===== src/rtl/spi_bm_pkg.sv =====
package spi_bm_pkg;
  typedef enum logic [1:0] {
    REG_DATA = 2'd0,
    REG_CTRL = 2'd1,
    REG_STAT = 2'd2,
    REG_NONE = 2'd3
  } reg_addr_e;

  // control bit positions
  localparam int CTRL_TRIG_BIT = 6;
  localparam int CTRL_SELH_BIT = 4;
  localparam int CTRL_FAST_BIT = 2;
  localparam int CTRL_SELL_BIT = 1;

  // status bit positions
  localparam int STAT_BUSY_BIT   = 0;
  localparam int STAT_NOCARD_BIT = 3;
  localparam int STAT_WP_BIT     = 4;

  typedef struct packed {
    logic trig_rd;
    logic sel_hi;
    logic fast;
    logic sel_lo;
  } ctrl_t;

  localparam ctrl_t CTRL_RST = '{trig_rd: 1'b0, sel_hi: 1'b0, fast: 1'b0, sel_lo: 1'b1};

  // select code that enables device idx (0 card, 1 flash, 2 clock chip)
  function automatic logic [1:0] dev_sel_code(input int idx);
    case (idx)
      0:       return 2'b00;
      1:       return 2'b10;
      default: return 2'b11;
    endcase
  endfunction
endpackage


===== src/rtl/spi_tick_gen.sv =====
module spi_tick_gen #(
  parameter int SLOW_HALF = 100,
  parameter int FAST_HALF = 3
) (
  input  logic clk_i,
  input  logic rst_ni,
  input  logic run_i,
  input  logic fast_i,
  output logic tick_o
);
  localparam int MAX_HALF = (SLOW_HALF > FAST_HALF) ? SLOW_HALF : FAST_HALF;
  localparam int CNT_W    = $clog2(MAX_HALF + 1);
  localparam logic [CNT_W-1:0] SLOW_LIM = CNT_W'(SLOW_HALF - 1);
  localparam logic [CNT_W-1:0] FAST_LIM = CNT_W'(FAST_HALF - 1);

  logic [CNT_W-1:0] cnt_q;
  logic [CNT_W-1:0] lim;

  assign lim    = fast_i ? FAST_LIM : SLOW_LIM;
  assign tick_o = run_i && (cnt_q == lim);

  always_ff @(posedge clk_i or negedge rst_ni) begin
    if (!rst_ni)                cnt_q <= '0;
    else if (!run_i || tick_o)  cnt_q <= '0;
    else                        cnt_q <= cnt_q + 1'b1;
  end

  a_r5_tick_in_run: assert property (@(posedge clk_i) disable iff (!rst_ni)
    !run_i |=> (cnt_q == '0));
endmodule


===== src/rtl/spi_shift_engine.sv =====
module spi_shift_engine #(
  parameter int DATA_W = 8
) (
  input  logic              clk_i,
  input  logic              rst_ni,
  input  logic              start_i,
  input  logic [DATA_W-1:0] tx_i,
  input  logic              fast_i,
  input  logic              tick_i,
  input  logic              miso_i,
  output logic              busy_o,
  output logic              fast_o,
  output logic              sck_o,
  output logic              mosi_o,
  output logic [DATA_W-1:0] rx_o
);
  localparam int BIT_W = (DATA_W > 1) ? $clog2(DATA_W) : 1;
  localparam logic [BIT_W-1:0] LAST_BIT = BIT_W'(DATA_W - 1);

  logic              busy_q, sck_q, fast_q;
  logic [BIT_W-1:0]  bit_cnt_q;
  logic [DATA_W-1:0] tx_sh_q, rx_sh_q, rx_q;

  always_ff @(posedge clk_i or negedge rst_ni) begin
    if (!rst_ni) begin
      busy_q    <= 1'b0;
      sck_q     <= 1'b0;
      fast_q    <= 1'b0;
      bit_cnt_q <= '0;
      tx_sh_q   <= '0;
      rx_sh_q   <= '0;
      rx_q      <= '0;
    end else if (start_i && !busy_q) begin
      busy_q    <= 1'b1;
      sck_q     <= 1'b0;
      fast_q    <= fast_i;
      bit_cnt_q <= '0;
      tx_sh_q   <= tx_i;
    end else if (busy_q && tick_i) begin
      if (!sck_q) begin
        sck_q   <= 1'b1;
        rx_sh_q <= {rx_sh_q[DATA_W-2:0], miso_i};
      end else begin
        sck_q <= 1'b0;
        if (bit_cnt_q == LAST_BIT) begin
          busy_q <= 1'b0;
          rx_q   <= rx_sh_q;
        end else begin
          bit_cnt_q <= bit_cnt_q + 1'b1;
          tx_sh_q   <= {tx_sh_q[DATA_W-2:0], 1'b0};
        end
      end
    end
  end

  assign busy_o = busy_q;
  assign fast_o = fast_q;
  assign sck_o  = sck_q;
  assign mosi_o = tx_sh_q[DATA_W-1];
  assign rx_o   = rx_q;

  a_r9_sck_idle_low: assert property (@(posedge clk_i) disable iff (!rst_ni)
    !busy_q |-> !sck_q);
  a_r9_mosi_on_fall: assert property (@(posedge clk_i) disable iff (!rst_ni)
    (busy_q && $past(busy_q) && !$stable(mosi_o)) |-> $fell(sck_q));
  a_r4_rx_hold: assert property (@(posedge clk_i) disable iff (!rst_ni)
    !$fell(busy_q) |-> $stable(rx_q));
  a_r8_no_restart: assert property (@(posedge clk_i) disable iff (!rst_ni)
    (busy_q && !tick_i) |=> ($stable(bit_cnt_q) && $stable(tx_sh_q) && $stable(fast_q)));
endmodule


===== src/rtl/spi_cs_decode.sv =====
module spi_cs_decode
  import spi_bm_pkg::*;
#(
  parameter int NUM_CS = 3
) (
  input  logic [1:0]        sel_i,
  output logic [NUM_CS-1:0] cs_n_o
);
  for (genvar g = 0; g < NUM_CS; g++) begin : g_cs
    assign cs_n_o[g] = (sel_i != dev_sel_code(g));
  end
endmodule


===== src/rtl/spi_byte_master.sv =====
module spi_byte_master
  import spi_bm_pkg::*;
#(
  parameter int DATA_W    = 8,
  parameter int NUM_CS    = 3,
  parameter int SLOW_HALF = 100,
  parameter int FAST_HALF = 3
) (
  input  logic              clk_i,
  input  logic              rst_ni,
  input  logic [1:0]        addr_i,
  input  logic              wr_i,
  input  logic              rd_i,
  input  logic [DATA_W-1:0] wdata_i,
  output logic [DATA_W-1:0] rdata_o,
  input  logic              card_absent_i,
  input  logic              card_wp_i,
  output logic              sck_o,
  output logic              mosi_o,
  input  logic              miso_i,
  output logic [NUM_CS-1:0] cs_n_o
);
  ctrl_t             ctrl_q;
  logic              data_acc, ctrl_wr, start, busy, fast_run, tick;
  logic [DATA_W-1:0] tx_byte, rx_byte, ctrl_rd, stat_rd;

  assign data_acc = (reg_addr_e'(addr_i) == REG_DATA);
  assign ctrl_wr  = wr_i && (reg_addr_e'(addr_i) == REG_CTRL);
  // the engine drops a start that arrives while busy
  assign start    = data_acc && (ctrl_q.trig_rd ? rd_i : wr_i);
  assign tx_byte  = ctrl_q.trig_rd ? {DATA_W{1'b1}} : wdata_i;

  always_ff @(posedge clk_i or negedge rst_ni) begin
    if (!rst_ni) ctrl_q <= CTRL_RST;
    else if (ctrl_wr) begin
      ctrl_q.trig_rd <= wdata_i[CTRL_TRIG_BIT];
      ctrl_q.sel_hi  <= wdata_i[CTRL_SELH_BIT];
      ctrl_q.fast    <= wdata_i[CTRL_FAST_BIT];
      ctrl_q.sel_lo  <= wdata_i[CTRL_SELL_BIT];
    end
  end

  always_comb begin
    ctrl_rd = '0;
    ctrl_rd[CTRL_TRIG_BIT] = ctrl_q.trig_rd;
    ctrl_rd[CTRL_SELH_BIT] = ctrl_q.sel_hi;
    ctrl_rd[CTRL_FAST_BIT] = ctrl_q.fast;
    ctrl_rd[CTRL_SELL_BIT] = ctrl_q.sel_lo;
    stat_rd = '0;
    stat_rd[STAT_BUSY_BIT]   = busy;
    stat_rd[STAT_NOCARD_BIT] = card_absent_i;
    stat_rd[STAT_WP_BIT]     = card_wp_i;
  end

  always_comb begin
    case (reg_addr_e'(addr_i))
      REG_DATA: rdata_o = rx_byte;
      REG_CTRL: rdata_o = ctrl_rd;
      REG_STAT: rdata_o = stat_rd;
      default:  rdata_o = '0;
    endcase
  end

  spi_tick_gen #(.SLOW_HALF(SLOW_HALF), .FAST_HALF(FAST_HALF)) u_tick (
    .clk_i  (clk_i),
    .rst_ni (rst_ni),
    .run_i  (busy),
    .fast_i (fast_run),
    .tick_o (tick)
  );

  spi_shift_engine #(.DATA_W(DATA_W)) u_eng (
    .clk_i   (clk_i),
    .rst_ni  (rst_ni),
    .start_i (start),
    .tx_i    (tx_byte),
    .fast_i  (ctrl_q.fast),
    .tick_i  (tick),
    .miso_i  (miso_i),
    .busy_o  (busy),
    .fast_o  (fast_run),
    .sck_o   (sck_o),
    .mosi_o  (mosi_o),
    .rx_o    (rx_byte)
  );

  spi_cs_decode #(.NUM_CS(NUM_CS)) u_cs (
    .sel_i  ({ctrl_q.sel_hi, ctrl_q.sel_lo}),
    .cs_n_o (cs_n_o)
  );

  a_r6_one_select: assert property (@(posedge clk_i) disable iff (!rst_ni)
    $onehot0(~cs_n_o));
  a_r6_none_code: assert property (@(posedge clk_i) disable iff (!rst_ni)
    (ctrl_wr && !wdata_i[CTRL_SELH_BIT] && wdata_i[CTRL_SELL_BIT]) |=> (&cs_n_o));
  a_r3_rd_starts: assert property (@(posedge clk_i) disable iff (!rst_ni)
    $rose(busy) |-> $past(ctrl_q.trig_rd ? rd_i : wr_i));
  a_r7_status: assert property (@(posedge clk_i) disable iff (!rst_ni)
    (reg_addr_e'(addr_i) == REG_STAT) |-> (rdata_o[STAT_NOCARD_BIT] == card_absent_i));
endmodule


===== config.mk =====
export PLATFORM = sky130hd
export DESIGN_NAME = spi_byte_master
export DESIGN_NICKNAME = d
export VERILOG_FILES = /design/src/rtl/spi_bm_pkg.sv /design/src/rtl/spi_tick_gen.sv /design/src/rtl/spi_shift_engine.sv /design/src/rtl/spi_cs_decode.sv /design/src/rtl/spi_byte_master.sv
export SDC_FILE = /design/constraint.sdc
export NUM_CORES = 1
export LEC_CHECK = 0
export CAP_MARGIN = 20
export CORE_MARGIN = 2
export CORE_UTILIZATION = 55
export DETAILED_ROUTE_END_ITERATION = 6
export DONT_BUFFER_PORTS = 1
export PLACE_DENSITY = 0.7
export SETUP_SLACK_MARGIN = 0.1
export SLEW_MARGIN = 20
export SYNTH_ARGS = -nofsm -noshare
export SYNTH_HDL_FRONTEND = slang
export SYNTH_SLANG_ARGS = --single-unit

===== constraint.sdc =====
create_clock -name clk_i -period 4.15 [get_ports clk_i]
set_input_delay 0.6225 -clock clk_i [delete_from_list [all_inputs] [get_ports clk_i]]
set_output_delay 0.6225 -clock clk_i [all_outputs]
set_load 0.02 [all_outputs]

# Word-level counts from Yosys, hierarchy flattened
# Cells that the tools add are included.
[totals]
in_bits = 17
output_inout_bits = 13
elab_cells = 59
register_bits = 41
[op_classes]
n_mux = 20
add_sub_neg = 2
n_reduce_logical = 16
eq_ne = 7
bitwise_logic = 2
[ops]
columns = ["operator", "count"]
rows = [
  ["$mux 8", 5],
  ["$pmux 8 s3", 1],
  ["$mux 7", 2],
  ["$mux 3", 4],
  ["$reduce_and 3->1", 3],
  ["$mux 1", 8],
  ["$reduce_bool 2->1", 4],
  ["$add 7x1->7 const B", 1],
  ["$eq 7x7->1", 1],
  ["$logic_and 1x1->1", 5],
  ["$ne 2x2->1 const B", 2],
  ["$reduce_and 4->1", 1],
  ["$add 3x1->3 const B", 1],
  ["$eq 3x3->1 const B", 1],
  ["$eq 2x1->1 const B", 1],
  ["$eq 2x2->1 const B", 1],
  ["$logic_not 2->1", 1],
  ["$ne 2x1->1 const B", 1],
  ["$not 1->1", 2],
  ["$logic_not 1->1", 1],
  ["$logic_or 1x1->1", 1],
]

# Longest topological paths before layout
# Gate-level depths: netlist of the first run.
[logic_depth]
ltp_word = 6
mapped_depth = 6

# Cells and area by module
# From an unflattened synthesis of the first run, not the netlist that was laid out.
[hier_totals]
hier_cells = 156
area_unflattened_um2 = 2077.0
[by_module_without_submodules]
columns = ["mod", "seq_area_each_um2", "area_each_um2", "cells_each", "n_inst"]
rows = [
  ["spi_shift_engine", 750.7, 1328.8, 84, 1],
  ["spi_byte_master", 101.3, 372.9, 37, 1],
  ["spi_tick_gen", 175.2, 359.1, 32, 1],
  ["spi_cs_decode", 0.0, 16.3, 3, 1],
]

# Worst setup path after synthesis of the first run
# OpenSTA, ideal clock, no wires.
[synth_path]
path_type = "input port to output port"
start = "in addr_i[1]"
end = "out rdata_o[4]"
path_buffers = 1
t_arrival_ns = 1.335
cell_stages = 3
path_slack_ns = 2.192
cell_sequence = "buf_6 -> mux2i_1 -> o21ai_0"
[synth_via]
elab_chain_cells = 2
[synth_lines]
columns = ["item", "line_no", "text"]
rows = [
  ["start, declared", "spi_byte_master.sv:11", "input logic [1:0] addr_i,"],
  ["$eq 2x2->1 (tied with other cells)", "spi_byte_master.sv:56", "case (reg_addr_e'(addr_i))"],
  ["$pmux 8 s3 (*)", "spi_byte_master.sv:56", ""],
  ["end, declared", "spi_byte_master.sv:15", "output logic [DATA_W-1:0] rdata_o,"],
]
# Every way passes the cells marked *; elsewhere a longest branch is shown, timed or not.

# Worst setup path in the final report of the first run
[layout_path]
start = "reg ctrl_q[3] (netlist bit)"
end = "reg u_eng.bit_cnt_q[2]"
[layout_via]
elab_chain_cells = 5
[layout_lines]
columns = ["item", "line_no", "text"]
rows = [
  ["start, declared", "spi_byte_master.sv:23", "ctrl_t ctrl_q;"],
  ["$mux 1 (*)", "spi_byte_master.sv:30", "assign start = data_acc && (ctrl_q.trig_rd ? rd_i : wr_i);"],
  ["$logic_and 1x1->1 (*)", "spi_byte_master.sv:30", ""],
  ["$logic_and 1x1->1 (*)", "spi_shift_engine.sv:33", "end else if (start_i && !busy_q) begin"],
  ["$ne 2x1->1 (no source line) / $reduce_bool 2->1 (equally long branches)", "-", ""],
  ["$reduce_and 3->1 (no source line)", "-", ""],
  ["end signal, assigned", "spi_shift_engine.sv:49", "bit_cnt_q <= bit_cnt_q + 1'b1;"],
  ["end, declared", "spi_shift_engine.sv:21", "logic [BIT_W-1:0] bit_cnt_q;"],
]
# Marks and branches as above.
# A chain may end at the register's enable or synchronous reset.

==> results.tsv, run 1 <==
stage	metric	value	unit
status	outcome	complete, no violations	
timing	max-slew-margin-rel	0.393	
floorplanning	core_area	3630	um^2
logic_synthesis	syn-num-nets	177	
floorplanning	start_util	0.565	
job	max_cap_violations	0	
floorplanning	dieWidth	65.1	um
logic_synthesis	synth-edff-count	0	
drt	drtIter0Drc	66	
logic_synthesis	async_flop_share	1.00	
cts	clock_latency	290	ps
logic_synthesis	ys_seq_area_frac	0.500	
grt	grt_pass1_wl	5660	um
drt	ant_nets	0	
layout	nets	181	
timing	final.setup.tns	0	ps
power_and_ir_drop	p_leak	0.000983	uW
placed_design	placed_cells	200	
cts	cts_buffer_depth	2	
placed_design	portBuffers	0	
grt	busiest_layer	met2	
logic_synthesis	netlist_instances	157	
grt	grt_usage	0.180	
setup_path	worstPathRequired	4330	ps
logic_synthesis	synth_top_area_frac	0.487	
layout	diodes	0	
setup_path	crit_arrival	2490	ps
timing	worstMarginPinSlew	903	ps
timing	finalHoldViolCount	0	
grt	antenna_found_initial	0	
placed_design	place_congestion	0.732	
logic_synthesis	synthTopCellsByArea	dfrtp_1 (49%), mux2_2 (12%), mux2i_1 (8.3%), mux2_4 (4.4%), nor2_1 (3.7%)	
timing	post-route-period-util	0.556	
layout	final_common_cell	dfrtp_1	
cts	cts_tree	built	
timing	fmax	433	MHz
logic_synthesis	yosys_warnings	0	
floorplanning	ios	30	
setup_path	critical_path_class	flop to flop	
grt	overflow	0	
layout	mostFrequentLayoutCells	dfrtp_1 (40), mux2_2 (22), nor2_1 (20), mux2i_1 (17)	
setup_path	worstSetupEndpointType	flop	
cts	clock-root-buffer	clkbuf_8	
logic_synthesis	yosys.cell_types.count	32	
drt	routed_wl	3350	um
floorplanning	die-area	4240	um^2
drt	vias	1146	
timing	min_period	2310	ps
grt	first_global_vias	1207	
cts	cts_buffers	5	
floorplanning	placementRows	22	
grt	grt_use_met3	0.0719	
drt	drc	0	
power_and_ir_drop	ir_drop	0.305	mV
layout	area_growth	6.64	%
logic_synthesis	ys_ff_latch	41	
floorplanning	die_y	65.1	um
min_path	hold_class	input pin to async pin	
logic_synthesis	synth.avg_cell_area	13.1	um^2
power_and_ir_drop	p_per_area	597	nW/um^2
timing	skew	6.52	ps
grt	met1_usage	0.228	
cts	cts-htree-levels	2	
timing	setup_violations	0	
layout	fin_cells	210	
timing	rsz0062_at_grt	no	
cts	clkTransAtPathRegs	80	ps
layout	final_util	0.603	
timing	final_max_slew_viol_count	0	
drt	wl_per_cell	16.0	um
power_and_ir_drop	p_total	1310	uW
drt	vias_per_cell	5.46	
grt	grt_max_degree	42	
setup_path	startpoint_type	flop	
grt	globalRouteMet2Util	0.284	
timing	layout_setup_ws	1840	ps
logic_synthesis	synth_top_cell_by_area	dfrtp_1	
placed_design	place_ws	1800	ps
cts	cts_setup_buffers	0	
layout	final_layout_size_suffix_gt1_frac	0.309	
logic_synthesis	synth_ff_type	dfrtp_1	
placed_design	place_hpwl	2360	um
logic_synthesis	syn_area	2050	um^2
drt	drt_first_pass_iters	4	
cts	numClockSinks	41	
setup_path	critPathMaxFanout	15	
==> per-layer routing <==
layer,vias to the layer above,part of all wire
li1,546,-
met1,576,0.44
met2,20,0.49
met3,4,0.058
met4,0,0.0075
met5,-,0
==> flip-flops by register name, summed over array words and instances, names as in the netlist, 3 cells and up <==
register and cells:
u_eng.bit_cnt_q 3, u_eng.rx_o 8, u_eng.rx_sh_q 8, u_eng.tx_sh_q 8, ctrl_q 4, u_tick.cnt_q 7
==> critical path, stage by stage, from the launching register on <==
cell and delay, ps:
dfrtp_1 530, mux2i_1 180, nor4_4 700, o21bai_4 390, mux2_2 380
==> timing repair <==
action	in CTS	in global routing
gates resized for setup	0	0
hold buffers	0	2
hold endpoints to repair	0	15
==> final timing paths <==
path	to	start	depth (start not counted)	slack (ps)
max in group asynchronous	u_eng.rx_o[0]	rst_ni	1	2900
max	u_eng.bit_cnt_q[2]	ctrl_q[3]	4	1840
min reg2reg	u_eng.rx_o[7]	u_eng.rx_o[7]	1	500
min in group clk_i	ctrl_q[2]	wdata_i[4]	1	480
min	u_eng.rx_o[2]	rst_ni	0	30
max reg2reg	u_eng.bit_cnt_q[2]	ctrl_q[3]	4	1840
==> cells in the mapped netlist (2+ instances only) <==
cell type	n
mux2_4	6
mux2_2	22
dfrtp_1	40
inv_1	4
o21ai_0	4
nor2_1	20
xor2_1	3
ha_1	3
buf_6	2
xnor2_1	3
mux2i_1	17
and2b_1	2
nand2_1	6
nor3b_1	2
or2_2	4
nor2_4	2
nand3_1	2
==> per-stage QoR <==
| stage | cell area, um^2 | hold WS, ps |
|---|---|---|
| 5_1_grt | 2190 | 3.67 |
| 4_1_cts | 2170 | 5.97 |
| 3_5_place_dp | 2050 | 328 |
| 2_1_floorplan | 2050 | 327 |
| 6_report | 2190 | 25.0 |
| 3_3_place_gp | 2050 | 328 |
==> logic make-up (layout without fill, tap and decap cells) <==
logic type	count (synthesis)	in the layout	share of synthesized area
compound gates	6	6	0.0292
xor+xnor	6	6	0.0256
fa+ha+maj	3	3	0.0183
buf+inv	9	14	0.0365
flops	41	41	0.500
mux	45	45	0.247
simple gates	47	47	0.143
==> cell type report <==
class	instances	area, um^2
inverters	4	15.0
clock inverters	1	30.0
fillers	296	1440
repair buffers	2	20.0
multi-input cells	107	952
well taps	48	60.1
clock buffers	7	86.3
flip-flops and latches	41	1030
==> power breakdown <==
part / internal, uW / leakage (uW) / total (uW) / switching [uW]
Clock: 196 / 0.0000585 / 324 / 128
Sequential: 513 / 0.000525 / 633 / 120
Combinational: 194 / 0.000400 / 351 / 156
Total: 904 / 0.000983 / 1310 / 405
No activity file was read; power rests on OpenSTA's default activity.
==> run 2, diff against run 1 <==
Clock period 4.15 ns to 2.4 ns, I/O delays scaled along.
==> run 2 against run 1 <==
- final area decreased by 0.51%
- combinational power increased by 77%
- wire length decreased by 0.63%
- largest cell class unchanged
- clock skew decreased by 2.5 ps
- utilization decreased by 0.31 points
==> results.tsv, run 2 (synthesis results as in run 1) <==
stage	metric	value	unit
min_path	hold_class	input pin to flop	
placed_design	place_hpwl	2380	um
setup_path	startpoint_type	flop	
placed_design	placed_cell_area	2070	um^2
setup_path	ff2ff_setup_slack	420	ps
setup_path	critical_path_class	flop to flop	
floorplanning	ios	30	
timing	timing.hold.ws	217	ps
min_path	holdPathEnd	u_eng.rx_sh_q[0]	
power_and_ir_drop	p_comb_frac	0.291	
layout	mostFrequentLayoutCells	dfrtp_1 (40), mux2_2 (22), nor2_1 (20), mux2i_1 (17)	
placed_design	portBuffers	0	
power_and_ir_drop	p_leak	0.000980	uW
cts	cts_buffers	5	
setup_path	worstPathRequired	2580	ps
power_and_ir_drop	p_sw	694	uW
floorplanning	core_area	3630	um^2
floorplanning	placementRows	22	
timing	fmax	504	MHz
layout	nets	183	
floorplanning	die_y	65.1	um
setup_path	timing.rr.end	u_eng.bit_cnt_q[2]	
min_path	holdPathStages	1	
timing	max-slew-margin-rel	0.535	
job	max_cap_violations	0	
setup_path	critPathMaxFanout	11	
timing	post-route-period-util	0.827	
layout	fill_cells	321	
floorplanning	dieWidth	65.1	um
layout	final_util	0.600	
drt	wl_per_cell	15.7	um
cts	cts_tree	built	
timing	final.setup.tns	0	ps
min_path	min_from	miso_i	
power_and_ir_drop	ir_drop	0.651	mV
cts	clkTransAtPathRegs	70	ps
drt	drc	0	
grt	antenna_found_initial	0	
drt	routed_wl	3330	um
timing	skew	4.03	ps
layout	area_growth	6.09	%
cts	cts-htree-levels	2	
cts	numClockSinks	41	
grt	overflow	0	
drt	drtIter0Drc	45	
timing	rsz0062_at_grt	no	
grt	first_global_vias	1224	
grt	grt_usage	0.180	
power_and_ir_drop	swShare	0.326	
timing	final_max_slew_viol_count	0	
drt	vias_per_cell	5.38	
power_and_ir_drop	clockPowerShare	0.198	
grt	grt_pass1_wl	5710	um
timing	layout_setup_ws	416	ps
drt	vias	1141	
timing	setup_violations	0	
timing	worstMarginPinSlew	690	ps
power_and_ir_drop	power.internal	1440	uW
drt	drt_first_pass_iters	4	
setup_path	crit_arrival	2160	ps
status	outcome	complete, no violations	
placed_design	place_congestion	0.750	
layout	diodes	0	
grt	grt_max_degree	42	
cts	clock-root-buffer	clkbuf_8	
layout	final_common_cell	dfrtp_1	
cts	cts_buffer_depth	2	
power_and_ir_drop	p_per_area	978	nW/um^2
setup_path	worstSetupEndpointType	flop	
placed_design	place_ws	410	ps
floorplanning	die-area	4240	um^2
floorplanning	start_util	0.565	
setup_path	worst_r2r_startpoint	u_eng.bit_cnt_q[0]	
setup_path	worst-r2r-cell-count	5	
timing	finalHoldViolCount	0	
timing	min_period	1980	ps
cts	clock_latency	290	ps
layout	finalInstanceArea	2180	um^2
drt	ant_nets	0	
layout	final_layout_size_suffix_gt1_frac	0.311	
power_and_ir_drop	seq_power_share	0.511	
run 2: cell count changes in the layout (fill, tap and decap cells not counted), sizes merged:
cell	delta
clkbuf	+1
dlygate4sd3	-1
bufinv	-1
buf	+3
run 2: power by group through the flow:
stage               Clock [uW]  Combinational, uW  Sequential, uW
floorplan                    0                554            1050
global placement             0                580            1090
detailed placement           0                611            1100
CTS                        437                635            1090
global route               467                694            1120
finish                     421                621            1090
run 2: cell type report:
type                    count  area [um^2]  area share
flip-flops and latches     41         1030       0.471
multi-input cells         107          952       0.437
clock buffers               8         80.1      0.0367
well taps                  48         60.1      0.0276
repair buffers              4         45.0      0.0207
inverters                   4         15.0     0.00689
run 2: through the flow:
step,power [uW],std cells
after floorplan,1600,157
after global placement,1670,202
after detailed placement,1710,202
after CTS,2160,212
after global routing,2280,212
final,2130,212
run 2: routing by layer:
layer | vias up | wire, um | track usage
li1 | 549 | - | -
met1 | 571 | 1500 | 0.217
met2 | 17 | 1640 | 0.303
met3 | 4 | 151 | 0.0668
met4 | 0 | 40 | 0.0547
met5 | - | 0 | 0
run 2: worst max-delay path, stage by stage, from the launching register on:
cell      delay (ps)
dfrtp_1          410
ha_1             210
ha_1             190
or2b_2           310
o21bai_4         370
mux2_2           390
run 2: worst max-delay path by stage:
stage / slack, ps / end / start
final: 420 / u_eng.bit_cnt_q[2] / u_eng.bit_cnt_q[0]
after global routing: 340 / u_eng.bit_cnt_q[2] / u_eng.bit_cnt_q[0]
after CTS: 400 / u_eng.bit_cnt_q[2] / u_eng.bit_cnt_q[0]
after detailed placement: 410 / u_eng.bit_cnt_q[2] / u_eng.bit_cnt_q[0]
after global placement: 480 / u_eng.bit_cnt_q[2] / u_eng.bit_cnt_q[0]
after floorplan: 650 / u_eng.bit_cnt_q[0] / u_eng.bit_cnt_q[0]
run 2: repair_timing:
action	4_1_cts	5_1_grt
hold buffers	2	0
endpoints found under the hold margin	41	0
setup buffers	0	0
gates resized for setup	0	0
